[config.mk]
export PLATFORM = sky130hd
export DESIGN_NAME = tagsim_cfg
export DESIGN_NICKNAME = d
export VERILOG_FILES = /design/src/rtl/tagsim_pkg.sv /design/src/rtl/tagsim_cfg.sv
export SDC_FILE = /design/constraint.sdc
export NUM_CORES = 1
export LEC_CHECK = 0
export BUFFER_PORTS_ARGS = -buffer_cell sky130_fd_sc_hd__buf_4
export CORE_AREA = 2 2 39 41
export CTS_CLUSTER_SIZE = 40
export DETAILED_ROUTE_END_ITERATION = 12
export DIE_AREA = 0 0 41 43
export PLACE_DENSITY = 0.82
export SYNTH_ARGS = -nofsm -noshare
export SYNTH_HDL_FRONTEND = slang
export SYNTH_SLANG_ARGS = --single-unit
[constraint.sdc]
create_clock -name clk -period 1.9 [get_ports clk]
set_input_delay 0.285 -clock clk [delete_from_list [all_inputs] [get_ports clk]]
set_output_delay 0.285 -clock clk [all_outputs]
set_load 0.01 [all_outputs]
[src/rtl/tagsim_pkg.sv]
package tagsim_pkg;

    // Width of each geometry field as seen on the ports.
    localparam int FIELD_W = 5;

    typedef enum logic [1:0] {
        SEL_LINE = 2'd0,
        SEL_SETS = 2'd1,
        SEL_WAYS = 2'd2,
        SEL_NONE = 2'd3
    } cfg_sel_e;

    typedef struct packed {
        logic [FIELD_W-1:0] line_log2;
        logic [FIELD_W-1:0] set_bits;
        logic [FIELD_W-1:0] ways;
    } geom_t;

    // Bound a raw control value into [lo, hi].
    function automatic logic [FIELD_W-1:0] clamp_field(input logic [7:0] v,
                                                       input int lo,
                                                       input int hi);
        int t;
        t = int'(v);
        if (t < lo) t = lo;
        if (t > hi) t = hi;
        return FIELD_W'(t);
    endfunction

endpackage

[src/rtl/tagsim_cfg.sv]
module tagsim_cfg
    import tagsim_pkg::*;
#(
    parameter int MIN_LINE_LOG2 = 4,
    parameter int MAX_LINE_LOG2 = 7,
    parameter int MAX_SET_BITS  = 6,
    parameter int MAX_WAYS      = 4,
    parameter int DEF_LINE_LOG2 = 7,
    parameter int DEF_SET_BITS  = 6,
    parameter int DEF_WAYS      = 4
) (
    input  logic       clk,
    input  logic       rst,
    input  logic       wr,
    input  logic [1:0] sel,
    input  logic [7:0] wdata,
    output geom_t      geom
);

    always_ff @(posedge clk) begin
        if (rst) begin
            geom.line_log2 <= FIELD_W'(DEF_LINE_LOG2);
            geom.set_bits  <= FIELD_W'(DEF_SET_BITS);
            geom.ways      <= FIELD_W'(DEF_WAYS);
        end else if (wr) begin
            case (cfg_sel_e'(sel))
                SEL_LINE: geom.line_log2 <= clamp_field(wdata, MIN_LINE_LOG2, MAX_LINE_LOG2);
                SEL_SETS: geom.set_bits  <= clamp_field(wdata, 0, MAX_SET_BITS);
                SEL_WAYS: geom.ways      <= clamp_field(wdata, 1, MAX_WAYS);
                default: ;
            endcase
        end
    end

    // the way count stays inside its legal range
    p_ways_range_r2: assert property (@(posedge clk) disable iff (rst)
        (geom.ways != '0) && (int'(geom.ways) <= MAX_WAYS));

    // the line size stays inside its legal range
    p_line_range_r2: assert property (@(posedge clk) disable iff (rst)
        (int'(geom.line_log2) >= MIN_LINE_LOG2) && (int'(geom.line_log2) <= MAX_LINE_LOG2));

    // the unused select leaves the geometry alone
    p_sel_none_r2: assert property (@(posedge clk) disable iff (rst)
        (wr && (sel == 2'd3)) |=> $stable(geom));

endmodule

After elaboration in Yosys (flattened, before gate mapping)
Cells that the tools add are included.
W data, S select, Z words.

storage, ports and cells
  bits in registers = 15
  output and inout bits = 15

operators by class
  order comparisons = 5
  equality and inequality tests = 2
  multiplexer cells = 11
  reductions and logical operators = 4

operators with widths
  kind                   number
  $mux W32               6
  $gt A32 B4 Y1 const B  2
  $mux W8                2
  $mux W5                3
  $gt A8 B3 Y1 const B   1
  $lt A8 B1 Y1 const B   1
  $lt A8 B3 Y1 const B   1
  $reduce_and A2 Y1      3
  $eq A2 B1 Y1 const B   1
  $eq A2 B2 Y1 const B   1
  $logic_not A2 Y1       1

Depth between registers and ports, before layout
Gate-level depths: netlist (run 1).

  depth in word-level cells = 7
  mapped depth = 3
  gate-level depth less buffers = 3

Least setup slack after synthesis (run 1)
No wires, ideal clock.

  path kind = input to register
  start = input port wdata[3]
  end = register geom[2] (netlist bit)
  setup time = 0.125 ns
  arrival time = 1.025 ns
  data required time = 1.775 ns
  setup slack = 0.749 ns
  stages on the path = 3
  path buffers = 0
  path through = or4_4 > nor3_2 > a31oi_1

on the way
  word-level cells in the longest chain between the ends = 7

ends and longest elaborated chain
  what           RTL line          text
  from (decl)    tagsim_cfg.sv:16  input logic [7:0] wdata,
  $lt A8 B1 Y1   tagsim_pkg.sv:25  if (t < lo) t = lo;
  $mux W8 *      tagsim_pkg.sv:25
  $mux W32 *     tagsim_cfg.sv:26  case (cfg_sel_e'(sel))
  $mux W32 *     tagsim_cfg.sv:25  end else if (wr) begin
  $mux W32 *     tagsim_cfg.sv:21  if (rst) begin
  $gt A32 B4 Y1  tagsim_pkg.sv:26  if (t > hi) t = hi;
  $mux W5 *      tagsim_pkg.sv:26
  to (decl)      tagsim_cfg.sv:17  output geom_t geom

Every way passes the cells marked *; elsewhere a longest branch is shown, timed or not. The select of a mux whose other input is x is not followed.
A chain may end at the register's enable or synchronous reset.

Worst setup path after layout (run 1)
  start = input port wdata[3]
  end = register geom[1] (netlist bit)

Same word-level chain as after synthesis.

==> results of run 1 <==
-- cells in the final DEF, fill, tap and decap left out, types with 2 or more instances in the layout --
cell / n
nor2_1: 3
a31oi_1: 3
dfxtp_1: 15
a21oi_1: 6
and3b_1: 2
nand2_1: 3
and2_1: 2
clkbuf_4: 3
nor3_1: 6
nand3b_1: 2
buf_4: 27
and3_1: 4
nand4_1: 3
-- worst max-delay path: stages --
cell	delay, ns
buf_4	0.11
nor4_1	0.55
nand4_1	0.16
a21oi_1	0.15
-- where the power goes --
part / switching, mW / internal [mW]
combinational: 0.0250 / 0.0237
clock: 0.0918 / 0.0813
sequential: 0.000186 / 0.314
-- how the worst max path moves through the flow --
| stage | to | slack (ns) | cells after the start |
|---|---|---|---|
| after CTS | geom[1]$_SDFFE_PP0P_ | 0.86 | 4 |
| after detailed placement | geom[1]$_SDFFE_PP0P_ | 0.55 | 4 |
| final | geom[1]$_SDFFE_PP0P_ | 0.85 | 4 |
| after global placement | geom[5]$_SDFFE_PP0P_ | 0.56 | 4 |
| after floorplan | geom[2]$_SDFFE_PP1P_ | 0.75 | 3 |
| after global routing | geom[5]$_SDFFE_PP0P_ | 0.69 | 4 |
-- per-layer routing --
layer,vias to the layer above,part of all wire
met2,14,0.53
li1,273,-
met5,-,0
met3,2,0.054
met1,247,0.41
met4,0,0.011
-- synth_stat cells --
| master | count | share of area |
|---|---|---|
| buf_1 | 1 | 0.0067 |
| nand4_1 | 3 | 0.034 |
| a31oi_1 | 3 | 0.034 |
| or3_1 | 1 | 0.011 |
| nand3b_1 | 2 | 0.027 |
| and3_1 | 4 | 0.045 |
| a21oi_1 | 6 | 0.054 |
| nor2_1 | 3 | 0.020 |
| dfxtp_1 | 15 | 0.54 |
| or4_4 | 1 | 0.020 |
| a41oi_1 | 1 | 0.016 |
| and3b_1 | 2 | 0.031 |
| nor3b_2 | 1 | 0.022 |
| nor3_2 | 1 | 0.018 |
| nand2_1 | 3 | 0.020 |
| nand2b_1 | 1 | 0.011 |
| nor3_1 | 6 | 0.054 |
| inv_1 | 1 | 0.0067 |
| and2_1 | 2 | 0.022 |
| nor4_1 | 1 | 0.011 |
-- cells by family after synthesis --
| family | count (synthesis) |
|---|---|
| DFF | 15 |
| and+or+nand+nor | 31 |
| buffers and inverters | 2 |
| AOI/OAI and AO/OA | 10 |
-- layout make-up --
class	count	share of cell area
Multi-Input combinational cell	41	0.313
Clock buffer	4	0.0327
Tap cell	16	0.0249
Sequential cell	15	0.373
Inverter	1	0.00467
Timing Repair Buffer	27	0.252
==> run summary, run 1 <==
Setup CP Type -> input port to register
CTS tree -> yes
Hold EP -> geom[0]$_SDFFE_PP0P_
DR pass1 iterations -> 4
min-delay worst type -> input port to register
final net count -> 102
Core Rows -> 14
First DRT Iteration DRCs -> 8
M1 GR Usage -> 0.180
pre-CTS worst setup slack -> 0.551 ns
hold_sp -> rst
die area -> 1760 sq um
Crit Reg-Reg Endpoint -> geom[12]$_SDFFE_PP1P_
Finished Cell Area -> 805 sq um
final wirelength -> 1260 um
initial antenna violation count -> 0
Setup crit start -> wdata[3]
leakage power -> 0.353 nW
Reg area -> 300 sq um
initial core utilization -> 0.404
Layout Cells excl Fill -> 104
Placeable Area -> 1380 sq um
Final period util -> 0.554
Max Cap Viol -> 0
met2 Use GR -> 0.259
Total GRT Usage -> 0.160
total CTS buffers -> 3
vias in the first global route -> 491
synth warn -> 0
Mapped Area -> 559 sq um
Post-Synth Adder-Cell Area -> 0
Chip Width -> 41 um
DR DRC count -> 0
Fmax -> 950 MHz
Longest Clk Path Bufs -> 2
Setup Skew -> 0 ns
Util after Layout -> 0.581
Worst-Margin Slew -> 0.598 ns
worst vdd ir -> 0.000359 V
Netlist cell types -> 20
xor and xnor area share after synthesis -> 0
WHS Path Cells -> 2
maximum fanout along the worst path -> 4
vias -> 536
total gr overflow -> 0
Final HPWL DP -> 986 um
Tot Pwr -> 0.536 mW
io pins -> 28
CTS sink count -> 15
Top reg by flops -> geom
P&R area growth vs syn -> 43.8%
largest net degree at the start of global routing -> 14
final setup violation count -> 0
FF-to-FF path depth -> 1
Max Slew Vio Count -> 0
per-cell routed wire length -> 12.1 um
hold buffer count at cts -> 0
post-synthesis compound-gate area fraction -> 0.103
vias per inst -> 5.15
diode count -> 0
Tmin final -> 1.05 ns
sequential area share after synthesis -> 0.537
share of cells above drive strength 1 -> 0.375
Worst setup EP type -> register
mux share of post-synthesis cell area -> 0
routability-driven placement congestion ratio -> 0.727
critical path startpoint category -> input port
met3 GRT Util -> 0.0314
Final Hold Viols -> 0
input/output buffers -> 27
combinational family with the most area after synthesis -> simple AND/OR/NAND/NOR gates
Cells after DPL -> 100
unrepaired setup endpoints after global routing -> false
H-tree levels -> 1
Antenna Violating Nets Remaining -> 0
max reg flops -> 15
hold slack -> 0.265 ns
CTS resizes -> 0
CP Data Arrival Time -> 1.26 ns
Power Dens Cells -> 667 nW/um^2
Required @ worst endpoint -> 2.11 ns
status -> completed
Reg2Reg Setup Slack -> 1.12 ns
setup ws final -> 0.847 ns
total setup buffers inserted after CTS -> 0
layout filler cell count -> 133
Multi-input gate area -> 251 sq um
clock transition at the registers of the reported paths -> 0.08 ns
setup TNS after final layout -> 0 ns
Clk Latency, worst-skew pair -> 0.27 ns
most used routing layer -> met2
relative slew slack -> 0.598
reg2reg start -> geom[12]$_SDFFE_PP1P_
die height -> 43 um
Post-Synth Simple-Gate Area -> 0.347
post-synthesis register bit count -> 15
synthesized area per cell -> 9.64 sq um
Root Buffer -> clkbuf_4
syn nets -> 71
Post-Syn Instances -> 58
Placement Cell Area -> 778 sq um
biggest regs -> geom: 15 flops
first-pass GRT wire length -> 1910 um
(Power assumes the default switching activity.)
==> run 2: changes to the inputs <==
--- a/config.mk
+++ b/config.mk
@@ -5,12 +5,13 @@
 export SDC_FILE = /design/constraint.sdc
 export NUM_CORES = 1
 export LEC_CHECK = 0
+export ABC_AREA = 1
 export BUFFER_PORTS_ARGS = -buffer_cell sky130_fd_sc_hd__buf_4
-export CORE_AREA = 2 2 39 41
+export CORE_MARGIN = 2
+export CORE_UTILIZATION = 43
 export CTS_CLUSTER_SIZE = 40
 export DETAILED_ROUTE_END_ITERATION = 12
-export DIE_AREA = 0 0 41 43
-export PLACE_DENSITY = 0.82
+export PLACE_DENSITY = 0.83
 export SYNTH_ARGS = -nofsm -noshare
 export SYNTH_HDL_FRONTEND = slang
 export SYNTH_SLANG_ARGS = --single-unit
==> constraint.sdc (replaced) <==
create_clock -name clk -period 1.08 [get_ports clk]
set_input_delay 0.162 -clock clk [delete_from_list [all_inputs] [get_ports clk]]
set_output_delay 0.162 -clock clk [all_outputs]
set_load 0.01 [all_outputs]
==> run 2 against run 1 <==
- sequential cell count unchanged
- global-route usage up 4.4 points
- worst setup slack worse by 0.71 ns
- via count rose by 9.9%
- critical path type is now register to output pin
- synthesized area rose by 6.7%
- critical endpoint is now geom[7]
- clock power rose by 97%
==> run summary, run 2 <==
status -> completed
Worst setup EP type -> output pin
vias per inst -> 4.75 (-7.8%)
clock transition at the registers of the reported paths -> 0.10 ns (+0.02 ns)
share of cells above drive strength 1 -> 0.358 (-0.0172)
CTS sink count -> 15 (unchanged)
synth warn -> 0 (unchanged)
Final period util -> 0.876
Required @ worst endpoint -> 0.92 ns (-1.19 ns)
worst vdd ir -> 0.000841 V (+130%)
area leader, netlist -> dfxtp_1
initial core utilization -> 0.459 (+0.0545)
relative slew slack -> 0.875 (+0.277)
final wirelength -> 1370 um (+8.8%)
CP Data Arrival Time -> 0.78 ns (-0.48 ns)
ys flop type -> dfxtp_1
critical path startpoint category -> register
vias in the first global route -> 514 (+4.7%)
Finished Cell Area -> 848 sq um (+5.4%)
die height -> 41.3 um (-4.1%)
DR pass1 iterations -> 4 (unchanged)
P&R area growth vs syn -> 42.1%
Chip Width -> 41.3 um (+0.62%)
final setup violation count -> 0 (unchanged)
CP top delay family -> flip-flops
most frequent cells in the layout -> buf_4, nand2_1, dfxtp_1, a21oi_1, nor2_1
DR DRC count -> 0 (unchanged)
most common library cells after synthesis -> nand2_1, dfxtp_1, a21oi_1
sequential area share after synthesis -> 0.503 (-0.0338)
biggest regs -> geom: 15 flops
Post-Syn Instances -> 78 (+34%)
First DRT Iteration DRCs -> 5 (-3)
Post-synth EDFFs -> 0 (unchanged)
Mapped Area -> 597 sq um (+6.7%)
max reg flops -> 15 (unchanged)
Critical Path Max Stage Delay -> 0.36 ns (-0.19 ns)
Util after Layout -> 0.652 (+0.0705)
CTS tree -> yes
setup TNS after final layout -> 0 ns (unchanged)
io pins -> 28 (unchanged)
Yosys top cell area share -> 0.503 (-0.0338)
input/output buffers -> 27 (unchanged)
unrepaired setup endpoints after global routing -> false
largest net degree at the start of global routing -> 11 (-3)
Setup crit start -> geom[7]$_SDFFE_PP1P_
reg2reg start -> geom[11]$_SDFFE_PP1P_
synthesized area per cell -> 7.65 sq um (-21%)
Total GRT Usage -> 0.205 (+0.0443)
per-cell routed wire length -> 11.0 um (-8.8%)
Max Slew Vio Count -> 0 (unchanged)
layout filler cell count -> 121 (-9.0%)
Final Hold Viols -> 0 (unchanged)
Netlist cell types -> 13 (-35%)
total setup buffers inserted after CTS -> 0 (unchanged)
die area -> 1700 sq um (-3.5%)
routability-driven placement congestion ratio -> 0.755 (+3.9%)
hold buffer count at cts -> 0 (unchanged)
Antenna Violating Nets Remaining -> 0 (unchanged)
Fmax -> 1060 MHz
Worst Path Buf+Inv -> 1 (unchanged)
Longest Clk Path Bufs -> 2 (unchanged)
Setup CP Type -> register to output pin
Power Dens Cells -> 1220 nW/um^2 (+83%)
final net count -> 123 (+21%)
asr flop ratio synth -> 0 (unchanged)
Max Cap Viol -> 0 (unchanged)
Synth area leaders -> dfxtp_1, nand2_1, a21oi_1
Critical Path, Cell by Cell -> buf_4
maximum fanout along the worst path -> 2 (-2)
H-tree levels -> 1 (unchanged)
syn nets -> 91 (+28%)
first-pass GRT wire length -> 2160 um (+13%)
post-synthesis register bit count -> 15 (unchanged)
Top reg by flops -> geom
Tmin final -> 0.946 ns
leakage power -> 0.398 nW (+13%)
Worst-Margin Slew -> 0.187 ns (-0.411 ns)
Clk Latency, worst-skew pair -> 0.29 ns (+0.02 ns)
Final HPWL DP -> 990 um (+0.43%)
most common cell after layout, fill and taps aside -> buf_4
Placeable Area -> 1300 sq um (-6.0%)
CTS resizes -> 0 (unchanged)
hold_sp -> rst
min-delay worst type -> input port to register
vias -> 589 (+9.9%)
initial antenna violation count -> 0 (unchanged)
most common cell in the netlist -> nand2_1
Placement Cell Area -> 821 sq um (+5.5%)
total gr overflow -> 0 (unchanged)
Setup Skew -> 0 ns (unchanged)
Slowest cell on crit path -> dfxtp_1
diode count -> 0 (unchanged)
total CTS buffers -> 3 (unchanged)
Root Buffer -> clkbuf_4
Core Rows -> 13 (-1)
==> run 2: worst reg2reg max path: stages (launching register included) <==
cell and delay [ns]:
dfxtp_1 0.33, a21oi_1 0.14, o21ai_0 0.09
==> run 2: logic make-up after synthesis <==
kind of cell / synth area share
compound gates: 0.134
buf+inv: 0.0587
flops: 0.503
simple gates: 0.304
==> run 2: final cells by class <==
cell class	instances	area, sq um	share of cell area
flip-flops and latches	15	300	0.354
repair buffers	28	210	0.248
well taps	15	18.8	0.0221
clock buffers	3	22.5	0.0265
inverters	8	30.0	0.0354
multi-input cells	54	262	0.308
clock inverters	1	5.00	0.00590
==> run 2: final timing paths <==
check        slack [ns]  cells past startpoint                    end
max                0.13                      1                geom[7]
min                 0.1                      2   geom[9]$_SDFFE_PP0P_
max reg2reg        0.41                      2  geom[11]$_SDFFE_PP1P_
min reg2reg        0.45                      2   geom[8]$_SDFFE_PP0P_
==> run 2: routing by layer <==
layer	track usage	part of all wire	vias up
met5	0	0	-
met4	0.121	0.025	0
met3	0.0652	0.062	5
met2	0.340	0.49	17
met1	0.225	0.43	254
li1	-	-	313
==> run 2: through the flow <==
step / hold slack [ns] / power (mW) / std cells / worst slack [ns]
2_1_floorplan: 0.299 / 0.635 / 78 / 0.244
3_3_place_gp: 0.407 / 0.705 / 120 / 0.0963
3_5_place_dp: 0.411 / 0.708 / 120 / 0.0608
4_1_cts: 0.0960 / 1.04 / 124 / 0.136
5_1_grt: 0.105 / 1.08 / 124 / 0.103
6_report: 0.0995 / 1.04 / 124 / 0.134
==> run 2: power breakdown <==
part	switching [mW]	internal, mW
Sequential	0.00640	0.564
Clock	0.202	0.138
Combinational	0.0643	0.0609
==> run 3: changes to the inputs <==
--- a/config.mk
+++ b/config.mk
@@ -8,10 +8,11 @@
 export ABC_AREA = 1
 export BUFFER_PORTS_ARGS = -buffer_cell sky130_fd_sc_hd__buf_4
 export CORE_MARGIN = 2
-export CORE_UTILIZATION = 43
+export CORE_UTILIZATION = 30
 export CTS_CLUSTER_SIZE = 40
 export DETAILED_ROUTE_END_ITERATION = 12
-export PLACE_DENSITY = 0.83
+export PLACE_DENSITY_LB_ADDON = 0.2
+export RECOVER_POWER = 25
 export SYNTH_ARGS = -nofsm -noshare
 export SYNTH_HDL_FRONTEND = slang
 export SYNTH_SLANG_ARGS = --single-unit
==> run 3 against run 2 <==
- register-to-register slack improved by 0.02 ns
- global-route usage decreased by 7.3 points
- cell count rose by 10%
- routed wire length is essentially flat
- critical path type unchanged
- clock-buffer cell count grew 1
- core utilization is 20 points lower
- critical path depth unchanged
- sequential power about the same
- largest cell class unchanged
- design area increased by 2.5%
- power decreased by 3.1%
- first-iteration DRC count increased by 80%
- die area rose by 39%
==> run summary, run 3 (same netlist as run 2, synthesis figures left out) <==
largest net degree at the start of global routing -> 11 (unchanged)
DR pass1 iterations -> 4 (unchanged)
Max Slew Vio Count -> 0 (unchanged)
H-tree levels -> 1 (unchanged)
setup TNS after final layout -> 0 ns (unchanged)
status -> completed
Worst Path Buf+Inv -> 1 (unchanged)
Setup CP Type -> register to output pin
clock transition at the registers of the reported paths -> 0.09 ns (about the same)
Crit Reg-Reg Endpoint -> geom[11]$_SDFFE_PP1P_
relative slew slack -> 0.870 (-0.00540)
io pins -> 28 (unchanged)
diode count -> 0 (unchanged)
critical path startpoint category -> register
DR DRC count -> 0 (unchanged)
First DRT Iteration DRCs -> 9 (+4)
initial antenna violation count -> 0 (unchanged)
Top reg by flops -> geom
Finished Cell Area -> 870 sq um (+2.5%)
Total GRT Usage -> 0.132 (-0.0730)
vias per inst -> 4.36 (-8.3%)
worst vdd ir -> 0.000747 V (-11%)
Required @ worst endpoint -> 0.92 ns (about the same)
leakage power -> 0.400 nW (+0.47%)
min-delay worst type -> input port to register
CTS tree -> yes
Fmax -> 1100 MHz (+3.8%)
hold_sp -> rst
Reg area -> 300 sq um (unchanged)
unrepaired setup endpoints after global routing -> false
CP Data Arrival Time -> 0.75 ns (-0.03 ns)
Critical Path Max Stage Delay -> 0.35 ns (about the same)
WHS Path Cells -> 2 (unchanged)
final wirelength -> 1370 um (about the same)
initial core utilization -> 0.311 (-0.148)
P&R area growth vs syn -> 45.7%
total CTS buffers -> 3 (unchanged)
Tmin final -> 0.911 ns (-0.0346 ns)
Final Hold Viols -> 0 (unchanged)
Power Dens Cells -> 1150 nW/um^2 (-5.4%)
Placement Cell Area -> 843 sq um (+2.7%)
Clk Latency, worst-skew pair -> 0.28 ns (about the same)
Setup Skew -> 0 ns (unchanged)
first-pass GRT wire length -> 2450 um (+13%)
die area -> 2360 sq um (+39%)
total gr overflow -> 0 (unchanged)
vias in the first global route -> 562 (+9.3%)
vias -> 597 (+1.4%)
Root Buffer -> clkbuf_4
FF-to-FF path depth -> 2 (unchanged)
CTS sink count -> 15 (unchanged)
Multi-input gate area -> 262 sq um (unchanged)
biggest regs -> geom: 15 flops
hold buffer count at cts -> 0 (unchanged)
Critical Path, Cell by Cell -> buf_4
Placeable Area -> 1920 sq um (+48%)
Longest Clk Path Bufs -> 2 (unchanged)
total setup buffers inserted after CTS -> 0 (unchanged)
Max Cap Viol -> 0 (unchanged)
Antenna Violating Nets Remaining -> 0 (unchanged)
Hold EP -> geom[0]$_SDFFE_PP0P_
layout filler cell count -> 212 (+75%)
die height -> 48.6 um (+18%)
per-cell routed wire length -> 9.98 um (-9.4%)
share of cells above drive strength 1 -> 0.355 (-0.00325)
Worst setup EP type -> output pin
final net count -> 124 (+0.81%)
Chip Width -> 48.6 um (+18%)
Worst-Margin Slew -> 0.193 ns (+0.00625 ns)
CTS resizes -> 0 (unchanged)
Slowest cell on crit path -> dfxtp_1
maximum fanout along the worst path -> 2 (unchanged)
most frequent cells in the layout -> buf_4, nand2_1, dfxtp_1, a21oi_1, nor2_1
max reg flops -> 15 (unchanged)
Final period util -> 0.844 (-0.0320)
Final HPWL DP -> 1080 um (+9.2%)
CP top delay family -> flip-flops
final setup violation count -> 0 (unchanged)
Reg2Reg Setup Slack -> 0.43 ns (+0.02 ns)
routability-driven placement congestion ratio -> 0.700 (-7.2%)
Core Rows -> 16 (+3)
input/output buffers -> 27 (unchanged)
most common cell after layout, fill and taps aside -> buf_4
reg2reg start -> geom[11]$_SDFFE_PP1P_
[run 3: report_power, final]
| part | total [mW] | internal [mW] | leakage, nW | switching (mW) |
|---|---|---|---|---|
| registers | 0.570 | 0.564 | 0.122 | 0.00596 |
| clock network | 0.305 | 0.143 | 0.0150 | 0.162 |
| logic | 0.128 | 0.0624 | 0.263 | 0.0659 |
| total | 1.00 | 0.769 | 0.400 | 0.234 |
[run 3: layout make-up]
type | count | share of cell area
clock buffers | 4 | 0.0302
inverters | 8 | 0.0345
multi-input cells | 54 | 0.301
flip-flops and latches | 15 | 0.345
well taps | 27 | 0.0388
repair buffers | 29 | 0.250
[run 3: how the worst max path moves through the flow]
stage,from,to,slack (ns),cells after the start
6_report,geom[11]$_SDFFE_PP1P_,geom[11],0.17,1
5_1_grt,geom[2]$_SDFFE_PP1P_,geom[2],0.10,1
4_1_cts,geom[2]$_SDFFE_PP1P_,geom[2],0.14,1
3_5_place_dp,sel[0],geom[11]$_SDFFE_PP1P_,0.05,7
3_3_place_gp,wdata[5],geom[6]$_SDFFE_PP1P_,0.08,5
2_1_floorplan,sel[0],geom[10]$_SDFFE_PP1P_,0.24,6
[run 3: through the flow]
stage / instances / total power [mW] / hold slack, ns / utilization / setup slack (ns)
2_1_floorplan: 78 / 0.635 / 0.299 / - / 0.244
3_3_place_gp: 133 / 0.709 / 0.409 / 0.439 / 0.0829
3_5_place_dp: 133 / 0.712 / 0.418 / 0.439 / 0.0534
4_1_cts: 137 / 1.02 / 0.107 / 0.452 / 0.144
5_1_grt: 137 / 1.07 / 0.109 / 0.452 / 0.103
6_report: 137 / 1.00 / 0.115 / 0.452 / 0.169
[run 3: per-layer routing]
metal | global-route usage | part of all wire | vias up
met3 | 0.0586 | 0.074 | 0
met4 | 0.0143 | 0 | 0
met1 | 0.160 | 0.44 | 266
li1 | - | - | 314
met2 | 0.221 | 0.49 | 17
met5 | 0 | 0 | -
